===== src/rtl/instr_decoder_pkg.sv =====
package instr_decoder_pkg;

  typedef enum logic [1:0] {
    FMT_REG  = 2'd0,
    FMT_IMM  = 2'd1,
    FMT_JMP  = 2'd2,
    FMT_NONE = 2'd3
  } fmt_e;

  typedef enum logic [3:0] {
    ALU_ADD = 4'd0,
    ALU_SUB = 4'd1,
    ALU_AND = 4'd2,
    ALU_OR  = 4'd3,
    ALU_SLT = 4'd4,
    ALU_SLL = 4'd5,
    ALU_SRL = 4'd6,
    ALU_SRA = 4'd7,
    ALU_LUI = 4'd8
  } alu_op_e;

  typedef enum logic [1:0] {
    IMM_ZERO  = 2'd0,
    IMM_SEXT  = 2'd1,
    IMM_UPPER = 2'd2
  } imm_kind_e;

  localparam logic [5:0] OP_REG  = 6'd0;
  localparam logic [5:0] OP_J    = 6'd2;
  localparam logic [5:0] OP_JAL  = 6'd3;
  localparam logic [5:0] OP_BEQ  = 6'd4;
  localparam logic [5:0] OP_BNE  = 6'd5;
  localparam logic [5:0] OP_ADDI = 6'd8;
  localparam logic [5:0] OP_SLTI = 6'd10;
  localparam logic [5:0] OP_LUI  = 6'd15;
  localparam logic [5:0] OP_LB   = 6'd32;
  localparam logic [5:0] OP_LW   = 6'd35;
  localparam logic [5:0] OP_SB   = 6'd40;
  localparam logic [5:0] OP_SW   = 6'd43;

  localparam logic [5:0] FN_SLL = 6'd0;
  localparam logic [5:0] FN_SRL = 6'd2;
  localparam logic [5:0] FN_SRA = 6'd3;
  localparam logic [5:0] FN_JR  = 6'd8;
  localparam logic [5:0] FN_ADD = 6'd32;
  localparam logic [5:0] FN_SUB = 6'd34;
  localparam logic [5:0] FN_AND = 6'd36;
  localparam logic [5:0] FN_OR  = 6'd37;
  localparam logic [5:0] FN_SLT = 6'd42;

endpackage


===== src/rtl/instr_decoder_fields.sv =====
module instr_decoder_fields #(
  parameter int IW    = 32,
  parameter int OP_W  = 6,
  parameter int RA_W  = 5,
  parameter int FN_W  = 6,
  parameter int IMM_W = 16,
  parameter int TGT_W = 26
) (
  input  logic [IW-1:0]    word,
  output logic [OP_W-1:0]  f_op,
  output logic [RA_W-1:0]  f_rs,
  output logic [RA_W-1:0]  f_rt,
  output logic [RA_W-1:0]  f_rd,
  output logic [RA_W-1:0]  f_sh,
  output logic [FN_W-1:0]  f_fn,
  output logic [IMM_W-1:0] f_imm,
  output logic [TGT_W-1:0] f_tgt
);
  localparam int RS_LO = IW - OP_W - RA_W;
  localparam int RT_LO = RS_LO - RA_W;
  localparam int RD_LO = RT_LO - RA_W;
  localparam int SH_LO = RD_LO - RA_W;

  always_comb begin
    f_op  = word[IW-1 -: OP_W];
    f_rs  = word[RS_LO +: RA_W];
    f_rt  = word[RT_LO +: RA_W];
    f_rd  = word[RD_LO +: RA_W];
    f_sh  = word[SH_LO +: RA_W];
    f_fn  = word[FN_W-1:0];
    f_imm = word[IMM_W-1:0];
    f_tgt = word[TGT_W-1:0];
  end
endmodule


===== src/rtl/instr_decoder_func.sv =====
module instr_decoder_func
  import instr_decoder_pkg::*;
(
  input  logic [5:0] fn,
  output alu_op_e    fn_alu,
  output logic       fn_valid,
  output logic       fn_is_jr
);
  always_comb begin
    fn_alu   = ALU_ADD;
    fn_valid = 1'b1;
    fn_is_jr = 1'b0;
    case (fn)
      FN_ADD: fn_alu = ALU_ADD;
      FN_SUB: fn_alu = ALU_SUB;
      FN_AND: fn_alu = ALU_AND;
      FN_OR:  fn_alu = ALU_OR;
      FN_SLT: fn_alu = ALU_SLT;
      FN_SLL: fn_alu = ALU_SLL;
      FN_SRL: fn_alu = ALU_SRL;
      FN_SRA: fn_alu = ALU_SRA;
      FN_JR:  fn_is_jr = 1'b1;
      default: fn_valid = 1'b0;
    endcase
  end
endmodule


===== src/rtl/instr_decoder_imm.sv =====
module instr_decoder_imm
  import instr_decoder_pkg::*;
#(
  parameter int DW    = 32,
  parameter int IMM_W = 16
) (
  input  logic [IMM_W-1:0] imm,
  input  imm_kind_e        kind,
  output logic [DW-1:0]    imm_out
);
  localparam int EXT_W = DW - IMM_W;

  always_comb begin
    case (kind)
      IMM_SEXT:  imm_out = {{EXT_W{imm[IMM_W-1]}}, imm};
      IMM_UPPER: imm_out = {imm, {EXT_W{1'b0}}};
      default:   imm_out = '0;
    endcase
  end
endmodule


===== src/rtl/instr_decoder_ctrl.sv =====
module instr_decoder_ctrl
  import instr_decoder_pkg::*;
#(
  parameter int RA_W = 5,
  parameter int LINK_REG = 31
) (
  input  logic [5:0]      op,
  input  logic [RA_W-1:0] rt_f,
  input  logic [RA_W-1:0] rd_f,
  input  alu_op_e         fn_alu,
  input  logic            fn_valid,
  input  logic            fn_is_jr,
  output fmt_e            fmt_o,
  output imm_kind_e       imm_kind,
  output logic            bad,
  output logic            wr_en,
  output logic [RA_W-1:0] wr_dst,
  output logic            src_imm,
  output alu_op_e         aop,
  output logic            ld,
  output logic            st,
  output logic            byte_acc,
  output logic            br,
  output logic            br_ne,
  output logic            jmp,
  output logic            jmp_reg,
  output logic            lnk
);
  localparam logic [RA_W-1:0] LINK_IDX = RA_W'(LINK_REG);

  logic           want_wr;
  logic [RA_W-1:0] want_dst;

  always_comb begin
    fmt_o    = FMT_NONE;
    imm_kind = IMM_ZERO;
    bad      = 1'b0;
    want_wr  = 1'b0;
    want_dst = rt_f;
    src_imm  = 1'b0;
    aop      = ALU_ADD;
    ld       = 1'b0;
    st       = 1'b0;
    byte_acc = 1'b0;
    br       = 1'b0;
    br_ne    = 1'b0;
    jmp      = 1'b0;
    jmp_reg  = 1'b0;
    lnk      = 1'b0;
    case (op)
      OP_REG: begin
        fmt_o = FMT_REG;
        if (!fn_valid) begin
          bad = 1'b1;
        end else if (fn_is_jr) begin
          jmp     = 1'b1;
          jmp_reg = 1'b1;
        end else begin
          want_wr  = 1'b1;
          want_dst = rd_f;
          aop      = fn_alu;
        end
      end
      OP_J: begin
        fmt_o = FMT_JMP;
        jmp   = 1'b1;
      end
      OP_JAL: begin
        fmt_o    = FMT_JMP;
        jmp      = 1'b1;
        lnk      = 1'b1;
        want_wr  = 1'b1;
        want_dst = LINK_IDX;
      end
      OP_BEQ, OP_BNE: begin
        fmt_o    = FMT_IMM;
        imm_kind = IMM_SEXT;
        br       = 1'b1;
        br_ne    = (op == OP_BNE);
        aop      = ALU_SUB;
      end
      OP_ADDI, OP_SLTI: begin
        fmt_o    = FMT_IMM;
        imm_kind = IMM_SEXT;
        want_wr  = 1'b1;
        src_imm  = 1'b1;
        aop      = (op == OP_SLTI) ? ALU_SLT : ALU_ADD;
      end
      OP_LUI: begin
        fmt_o    = FMT_IMM;
        imm_kind = IMM_UPPER;
        want_wr  = 1'b1;
        src_imm  = 1'b1;
        aop      = ALU_LUI;
      end
      OP_LB, OP_LW: begin
        fmt_o    = FMT_IMM;
        imm_kind = IMM_SEXT;
        want_wr  = 1'b1;
        src_imm  = 1'b1;
        ld       = 1'b1;
        byte_acc = (op == OP_LB);
      end
      OP_SB, OP_SW: begin
        fmt_o    = FMT_IMM;
        imm_kind = IMM_SEXT;
        src_imm  = 1'b1;
        st       = 1'b1;
        byte_acc = (op == OP_SB);
      end
      default: bad = 1'b1;
    endcase
    wr_en  = want_wr && !bad;
    wr_dst = wr_en ? want_dst : '0;
  end
endmodule


===== src/rtl/instr_decoder.sv =====
module instr_decoder
  import instr_decoder_pkg::*;
#(
  parameter int DW       = 32,
  parameter int RA_W     = 5,
  parameter int LINK_REG = 31
) (
  input  logic [31:0]     instr,
  output logic [1:0]      fmt,
  output logic [5:0]      opcode,
  output logic [RA_W-1:0] rs,
  output logic [RA_W-1:0] rt,
  output logic [RA_W-1:0] rd,
  output logic [RA_W-1:0] shamt,
  output logic [5:0]      funct,
  output logic [25:0]     jtarget,
  output logic [DW-1:0]   imm_ext,
  output logic            reg_write,
  output logic [RA_W-1:0] dst_reg,
  output logic            alu_src_imm,
  output logic [3:0]      alu_op,
  output logic            mem_read,
  output logic            mem_write,
  output logic            mem_byte,
  output logic            branch,
  output logic            branch_ne,
  output logic            jump,
  output logic            jump_reg,
  output logic            link,
  output logic            illegal
);
  localparam int IMM_W = 16;

  logic [IMM_W-1:0] imm_raw;
  alu_op_e          fn_alu;
  logic             fn_valid;
  logic             fn_is_jr;
  fmt_e             fmt_e_w;
  imm_kind_e        imm_kind;
  alu_op_e          aop_w;

  instr_decoder_fields #(
    .IW(32), .OP_W(6), .RA_W(RA_W), .FN_W(6), .IMM_W(IMM_W), .TGT_W(26)
  ) u_fields (
    .word (instr),
    .f_op (opcode),
    .f_rs (rs),
    .f_rt (rt),
    .f_rd (rd),
    .f_sh (shamt),
    .f_fn (funct),
    .f_imm(imm_raw),
    .f_tgt(jtarget)
  );

  instr_decoder_func u_func (
    .fn      (funct),
    .fn_alu  (fn_alu),
    .fn_valid(fn_valid),
    .fn_is_jr(fn_is_jr)
  );

  instr_decoder_ctrl #(.RA_W(RA_W), .LINK_REG(LINK_REG)) u_ctrl (
    .op      (opcode),
    .rt_f    (rt),
    .rd_f    (rd),
    .fn_alu  (fn_alu),
    .fn_valid(fn_valid),
    .fn_is_jr(fn_is_jr),
    .fmt_o   (fmt_e_w),
    .imm_kind(imm_kind),
    .bad     (illegal),
    .wr_en   (reg_write),
    .wr_dst  (dst_reg),
    .src_imm (alu_src_imm),
    .aop     (aop_w),
    .ld      (mem_read),
    .st      (mem_write),
    .byte_acc(mem_byte),
    .br      (branch),
    .br_ne   (branch_ne),
    .jmp     (jump),
    .jmp_reg (jump_reg),
    .lnk     (link)
  );

  instr_decoder_imm #(.DW(DW), .IMM_W(IMM_W)) u_imm (
    .imm    (imm_raw),
    .kind   (imm_kind),
    .imm_out(imm_ext)
  );

  assign fmt    = fmt_e_w;
  assign alu_op = aop_w;
endmodule


===== config.mk =====
export PLATFORM = sky130hd
export DESIGN_NAME = instr_decoder
export DESIGN_NICKNAME = d
export VERILOG_FILES = /design/src/rtl/instr_decoder_pkg.sv /design/src/rtl/instr_decoder_fields.sv /design/src/rtl/instr_decoder_func.sv /design/src/rtl/instr_decoder_imm.sv /design/src/rtl/instr_decoder_ctrl.sv /design/src/rtl/instr_decoder.sv
export SDC_FILE = /design/constraint.sdc
export NUM_CORES = 1
export LEC_CHECK = 0
export BUFFER_PORTS_ARGS = -buffer_cell sky130_fd_sc_hd__buf_2
export CORE_MARGIN = 2
export CORE_UTILIZATION = 37
export DETAILED_ROUTE_END_ITERATION = 16
export MAX_ROUTING_LAYER = met4
export PLACE_DENSITY = 0.9
export SLEW_MARGIN = 20
export SYNTH_ARGS = -nofsm -noshare
export SYNTH_HDL_FRONTEND = slang
export SYNTH_SLANG_ARGS = --single-unit

===== constraint.sdc =====
create_clock -name vclk -period 1.9
set_clock_uncertainty 0.1 [all_clocks]
set_input_delay 0.095 -clock vclk [all_inputs]
set_output_delay 0.095 -clock vclk [all_outputs]
set_load 0.03 [all_outputs]

[Word-level counts from Yosys, hierarchy flattened]
Index checks and enable logic that the tools add are counted.
Storage, ports and cells
  bits in registers: 0
  bits in latches: 0
  bits in writable memories: 0
  bits in read-only memories: 0
  bits of input ports: 32
  output and inout port bits: 112
  word-level logic and storage cells: 66
  memories kept: 0
Operators by class
  add/sub/neg operators: 0
  multiply operators: 0
  div/mod/pow operators: 0
  order comparisons: 0
  eq/ne operators: 21
  shifts and indexed selects: 0
  muxes and demuxes: 30
  bitwise logic cells: 0
  reduce and logical (&&, ||, !) cells: 15
Operators with widths (count)
  $pmux 32 s2: 1
  $eq 6x6->1 const B: 9
  $eq 6x2->1 const B: 4
  $eq 6x4->1 const B: 4
  $pmux 3 s7: 1
  $reduce_or 9->1: 2
  $pmux 4 s4: 1
  $mux 5: 3
  $mux 1: 14
  $eq 6x3->1 const B: 2
  $logic_not 6->1: 2
  $reduce_or 11->1: 1
  $pmux 5 s2: 1
  $reduce_or 2->1: 5
  $pmux 1 s2: 4
  $reduce_or 8->1: 1
  $reduce_or 7->1: 1
  $mux 3: 2
  $pmux 2 s3: 1
  $reduce_or 6->1: 1
  $mux 4: 1
  $pmux 2 s2: 1
  $eq 2x1->1 const B: 1
  $eq 2x2->1 const B: 1
  other kinds (2): 2

[Longest topological paths before layout]
Gate-level depths: netlist (run 1).
  word-level depth: 8
  gate-level depth with buffers: 10

[Hierarchy]
A second synthesis (run 1) with hierarchy kept.
Second synthesis, totals
  cell total of the unflattened synthesis: 240
  area total of the unflattened synthesis: 1546.5 um2
Modules (own cells, without submodules)
  instr_decoder_fields: instances 1, cells each 74, area an instance 555.5 um2
  instr_decoder_ctrl: instances 1, cells each 81, area an instance 483.0 um2
  instr_decoder_imm: instances 1, cells each 60, area an instance 342.8 um2
  instr_decoder_func: instances 1, cells each 25, area an instance 165.2 um2

[Least setup slack after synthesis (run 1)]
No wires, ideal clock.
  path type: input to output
  start point: in instr[29]
  end point: out imm_ext[19]
  data arrival time: 2064 ps
  data required time: 1705 ps
  slack: -359 ps
  stages: 9
  buffers on the path: 3
  cell sequence: buf_2 and3_1 nand3_1 inv_1 ha_1 clkbuf_1 clkbuf_1 nand2_1 a21oi_1
On the way
  longest elaborated chain between the ends: 5
Ends and longest elaborated chain
  start: declaration: RTL line instr_decoder.sv:8  | input logic [31:0] instr,
  $eq 6x6->1 (tied with other cells): RTL line instr_decoder_ctrl.sv:50  | case (op)
  $reduce_or 8->1 (no line)
  $pmux 2 s2 (*): RTL line instr_decoder_ctrl.sv:50
  $eq 2x2->1 or $eq 2x1->1 (tied branches): RTL line instr_decoder_imm.sv:14  | case (kind)
  $pmux 32 s2 (*): RTL line instr_decoder_imm.sv:14
  end: declaration: RTL line instr_decoder.sv:17  | output logic [DW-1:0] imm_ext,
Every way passes the cells marked *; elsewhere a longest branch is shown, timed or not.

[Worst setup path after layout (run 1)]
  start point: in instr[31]
  end point: out imm_ext[31]
The elaborated chain is that of the path after synthesis.

==> flow_summary_export.csv, run 1 <==
group,metric,value,unit
global_routing,grt.overflow.total,0,
cells_and_area,seq_cells,0,
sta,final.min_clock_period,1.88,ns
sta,setup_viol,0,
detailed_routing,ant_nets,0,
place,dp_hpwl,3.49,mm
global_routing,grt_pass1_vias,1348,
hold_path,min_path_cells,0,
detailed_routing,drt_pass1_iterations,4,
power,swShare,65.7,%
floorplanning,die_area,4210,um^2
power,switching_power,0.000330,W
synth,yosysWarnings,0,
hold_path,holdCritPathClass,"in2out",
synth,postSynthNetCount,245,
place,port_buffers,129,
global_routing,grt.total_usage,17.8,%
floorplanning,io_pins,144,
cells_and_area,diodes,0,
floorplanning,rows,22,
cells_and_area,clock_buffers,0,
synth,yosysSeqAreaShare,0,%
global_routing,grt_pass1_wl,6.13,mm
cells_and_area,drive_gt1_share,66.2,%
power,p_int,0.000172,W
power,ir_worst_vdd,0.131,mV
power,power_density,238,nW/um^2
synth,synth_area,1370,um^2
cells_and_area,layout_commonest_cell,"buf_2",
detailed_routing,wl_per_cell,13.4,um
hold_path,min_to,"jtarget[25]",
sta,finalHoldViolations,0,
detailed_routing,drt-vias-per-instance,4.91,
sta,relSlewSlack,60.1,%
power,p_leak,1.05,nW
detailed_routing,routed_wl,4.58,mm
critical_path,critPathKind,"in2out",
hold_path,hp-start,"instr[25]",
detailed_routing,drtIter0Drc,43,
sta,finalMaxSlewViolations,0,
floorplanning,fp.dieH,64.9,um
sta,fin_setup_tns,0,ns
power,combPwrFrac,100.0,%
critical_path,cp.arrival,1.68,ns
synth,synthCells,211,
floorplanning,start_util,38.1,%
global_routing,grt_max_degree,17,
place,routabilityCongestion,0.915,
place,place_area,1890,um^2
cells_and_area,design_area,2110,um^2
sta,fin_crit_sh,98.7,%
sta,max_freq,533,MHz
power,clkPwrFrac,0,%
synth,syn_area_per_cell,6.51,um^2
critical_path,worstPathRequired,1.70,ns
floorplanning,die_w,64.9,um
cells_and_area,final_cell_mix,"106 x buf_2, 31 x buf_4, 15 x and2_1",
cells_and_area,layout.nets,329,
run,cap_violations,0,
critical_path,cp_max_fo,8,
run_status,outcome,"complete, no violations",
global_routing,antenna_found_initial,0,
synth,ys_types,42,
critical_path,crit_path_start_kind,"primary input",
cells_and_area,regArea,0,um^2
clock_network,cts_hold_buf,0,
sta,worst_pin_slew,0.598,ns
sta,rsz0062_at_grt,"yes",
detailed_routing,vias,1674,
cells_and_area,area_delta_synth_final,53.5,%
floorplanning,coreArea,3610,um^2
detailed_routing,drc,0,
cells_and_area,nFillCells,335,
cells_and_area,multiInputGateArea,1050,um^2
critical_path,endpoint_kind,"primary output",
power,seqPwrFrac,0,%
[cells by family (layout without fill, tap and decap cells)]
| kind of cell | after synthesis | count (layout) | share of synthesized area, % |
|---|---|---|---|
| fa+ha+maj | 2 | 2 | 1.82 |
| buf+inv | 77 | 159 | 39.2 |
| xor+xnor | 1 | 1 | 0.638 |
| compound gates | 44 | 44 | 22.2 |
| simple gates | 87 | 87 | 36.1 |
[power by group through the flow]
stage / sequential (W) / clock, W / combinational [W]
6_report: 0 / 0 / 0.000502
5_1_grt: 0 / 0 / 0.000532
4_1_cts: 0 / 0 / 0.000480
3_5_place_dp: 0 / 0 / 0.000474
3_3_place_gp: 0 / 0 / 0.000468
2_1_floorplan: 0 / 0 / 0.000423
[how the worst max path moves through the flow]
stage,startpoint,end,slack [ns],cells after the start
after floorplan,instr[26],imm_ext[16],-0.08,8
after global placement,instr[26],imm_ext[25],-0.18,10
after detailed placement,instr[26],imm_ext[29],-0.24,10
after CTS,instr[26],imm_ext[31],0.00006,10
after global routing,instr[27],imm_ext[17],-0.04,11
final,instr[31],imm_ext[31],0.02,11
[cell type report]
class / count / area share, %
timing repair buffer: 155 / 46.7
inverter: 4 / 0.713
tap: 48 / 2.85
multi-input combinational: 134 / 49.8
[what timing repair did]
action,4_1_cts,5_1_grt
pin swaps,0,10
gates resized for setup,4,75
setup endpoints to repair,16,22
setup buffers,0,2
[worst max-delay path, cell delays in order]
cell and delay (ns):
buf_2 0.14, nor2_1 0.16, a22oi_2 0.07, or2_1 0.27
buf_6 0.13, a21o_1 0.19, ha_4 0.19, buf_8 0.14
nor2_4 0.08, nor3b_2 0.05, buf_4 0.17
[Yosys cell counts, drive strengths merged (4+ instances only)]
library cell	count	area (um^2)
buf	66	497
nand2	21	78.8
a21oi	19	95.1
and2	16	101
nor2	15	72.6
clkbuf	7	26.3
nor2b	6	40.0
o21ai	6	30.0
nand2b	5	31.3
nand3	5	25.0
o2bb2ai	5	43.8
a31oi	4	25.0
inv	4	15.0
[routing by layer]
metal  share of wire, %  global-route usage [%]  vias up
met3                7.8                   0.174        4
met5                  0                       -        -
li1                   -                       -      813
met4               0.42                    1.60        0
met2                 55                    33.5       92
met1                 37                    22.1      765
[through the flow]
step | total power, W | cells | hold slack, ns | utilization [%] | setup slack, ns
3_3_place_gp | 0.000468 | 339 | 0.0903 | 52.4 | -0.179
2_1_floorplan | 0.000423 | 211 | 0.158 | - | -0.0784
4_1_cts | 0.000480 | 339 | 0.0903 | 53.2 | 0.0000576
3_5_place_dp | 0.000474 | 339 | 0.0903 | 52.4 | -0.240
6_report | 0.000502 | 341 | 0.0901 | 58.4 | 0.0241
5_1_grt | 0.000532 | 341 | 0.0901 | 58.4 | -0.0420
No activity file was read; power rests on OpenSTA's default activity.
==> run 2: changes to the inputs <==
--- a/config.mk
+++ b/config.mk
@@ -7,10 +7,10 @@
 export LEC_CHECK = 0
 export BUFFER_PORTS_ARGS = -buffer_cell sky130_fd_sc_hd__buf_2
 export CORE_MARGIN = 2
-export CORE_UTILIZATION = 37
+export CORE_UTILIZATION = 34
 export DETAILED_ROUTE_END_ITERATION = 16
 export MAX_ROUTING_LAYER = met4
-export PLACE_DENSITY = 0.9
+export PLACE_DENSITY = 0.88
 export SLEW_MARGIN = 20
 export SYNTH_ARGS = -nofsm -noshare
 export SYNTH_HDL_FRONTEND = slang
==> constraint.sdc (replaced) <==
create_clock -name vclk -period 1.62
set_clock_uncertainty 0.1 [all_clocks]
set_input_delay 0.081 -clock vclk [all_inputs]
set_output_delay 0.081 -clock vclk [all_outputs]
set_load 0.03 [all_outputs]
==> run 2 against run 1 <==
Global-route usage grew 3.5 points. Worst hold slack lost 0.028 ns. Largest power group unchanged. Total power increased by 42%. The run now ends with negative setup slack left.
==> flow_summary_export.csv, run 2 (synthesis results as in run 1) <==
group,metric,value,unit
run_status,outcome,"finished with violations",
run_status,violations,"negative setup slack",
cells_and_area,diodes,0,
sta,setup_viol,39,
global_routing,grt_pass1_vias,1621,
power,switching_power,0.000439,W
power,combPwrFrac,100.0,%
power,seqPwrFrac,0,%
critical_path,cp.arrival,1.66,ns
floorplanning,fp.dieH,67.5,um
place,port_buffers,129,
critical_path,critical_path.slowest_cell,"or2_1",
cells_and_area,drive_gt1_share,78.1,%
sta,rsz0062_at_grt,"yes",
critical_path,cpPeakStageDelay,0.26,ns
cells_and_area,nFillCells,304,
sta,setup_slack,-0.226,ns
sta,max_freq,542,MHz
cells_and_area,final_cell_mix,"85 x buf_2, 47 x buf_6, 28 x buf_4",
detailed_routing,drtIter0Drc,38,
power,power_density,266,nW/um^2
critical_path,crit_buf_inv,4,
cells_and_area,layout.nets,342,
floorplanning,io_pins,144,
detailed_routing,ant_nets,0,
sta,finalHoldViolations,0,
global_routing,grt_max_degree,13,
global_routing,grt.overflow.total,0,
detailed_routing,routed_wl,5.41,mm
floorplanning,coreArea,3940,um^2
detailed_routing,wl_per_cell,15.2,um
critical_path,crit_path_start_kind,"primary input",
sta,fin_setup_tns,-5.26,ns
sta,final.min_clock_period,1.85,ns
place,routabilityCongestion,0.894,
cells_and_area,area_delta_synth_final,95.7,%
detailed_routing,drt-vias-per-instance,5.01,
detailed_routing,drt_pass1_iterations,4,
sta,relSlewSlack,74.1,%
global_routing,grt_pass1_wl,7.45,mm
cells_and_area,regArea,0,um^2
power,ir_worst_vdd,0.187,mV
run,cap_violations,0,
power,clkPwrFrac,0,%
critical_path,endpoint_kind,"primary output",
detailed_routing,vias,1783,
sta,fin_crit_sh,114,%
power,p_int,0.000275,W
cells_and_area,clock_buffers,0,
floorplanning,die_area,4560,um^2
floorplanning,die_w,67.5,um
detailed_routing,drc,0,
sta,worst_pin_slew,0.386,ns
cells_and_area,multiInputGateArea,1310,um^2
power,power,0.000714,W
power,p_leak,1.24,nW
critical_path,worstPathRequired,1.44,ns
place,dp_hpwl,3.86,mm
sta,holdWs,0.0620,ns
critical_path,path_cells,"buf_12 > xnor2_4 > a22oi_1 > or2_1 > a21oi_2 > ha_4 > buf_12 > buf_12 > and2_4 > buf_6",
clock_network,cts_hold_buf,0,
floorplanning,start_util,34.8,%
global_routing,antenna_found_initial,0,
critical_path,crit_top_cell,"buf_12",
critical_path,critPathKind,"in2out",
cells_and_area,seq_cells,0,
critical_path,critPathTopFamily,"buffers and inverters",
floorplanning,rows,23,
hold_path,holdCritPathClass,"in2out",
cells_and_area,layout_commonest_cell,"buf_2",
power,swShare,61.5,%
global_routing,grt.total_usage,21.4,%
critical_path,cp_max_fo,12,
sta,finalMaxSlewViolations,0,
## run 2: cell count changes in the layout (fill, tap and decap cells not counted), sizes merged
cell and change:
buf +14, clkinvlp +1, clkbuf -2, inv -1, nand2 +1
## run 2: what timing repair did
item | 4_1_cts | 5_1_grt
cloned | 1 | 0
pin swaps | 20 | 8
resized for setup | 109 | 39
setup buffers | 6 | 0
setup endpoints to repair | 41 | 41
## run 2: final cells by class
| cell class | instances | area share, % |
|---|---|---|
| Timing Repair Buffer | 167 | 48.4 |
| Inverter | 4 | 0.699 |
| Tap cell | 50 | 2.33 |
| Multi-Input combinational cell | 135 | 48.6 |
## run 2: metrics by stage
stage	instances	area, um^2	util [%]	setup WS (ns)
5_1_grt	356	2690	68.1	-0.272
6_report	356	2690	68.1	-0.226
3_5_place_dp	349	2090	53.1	-0.419
2_1_floorplan	211	1680	-	-0.256
3_3_place_gp	349	2090	53.1	-0.371
4_1_cts	356	2560	64.8	-0.192
## run 2: path summary, 6_finish.rpt
path	start	to	cells after the start
setup / recovery	instr[26]	imm_ext[14]	10
hold / removal	instr[24]	jtarget[24]	0
## run 2: per-layer routing
| metal | vias up | track usage [%] | wire length (um) |
|---|---|---|---|
| met2 | 101 | 44.2 | 3020 |
| met4 | 0 | 3.83 | 51 |
| met3 | 6 | 1.33 | 419 |
| li1 | 843 | - | - |
| met5 | - | - | 0 |
| met1 | 833 | 21.6 | 1910 |
## run 2: power by group through the flow
stage	logic, W	registers, W	clock network [W]
CTS	0.000692	0	0
floorplan	0.000524	0	0
finish	0.000714	0	0
global route	0.000752	0	0
global placement	0.000594	0	0
detailed placement	0.000603	0	0
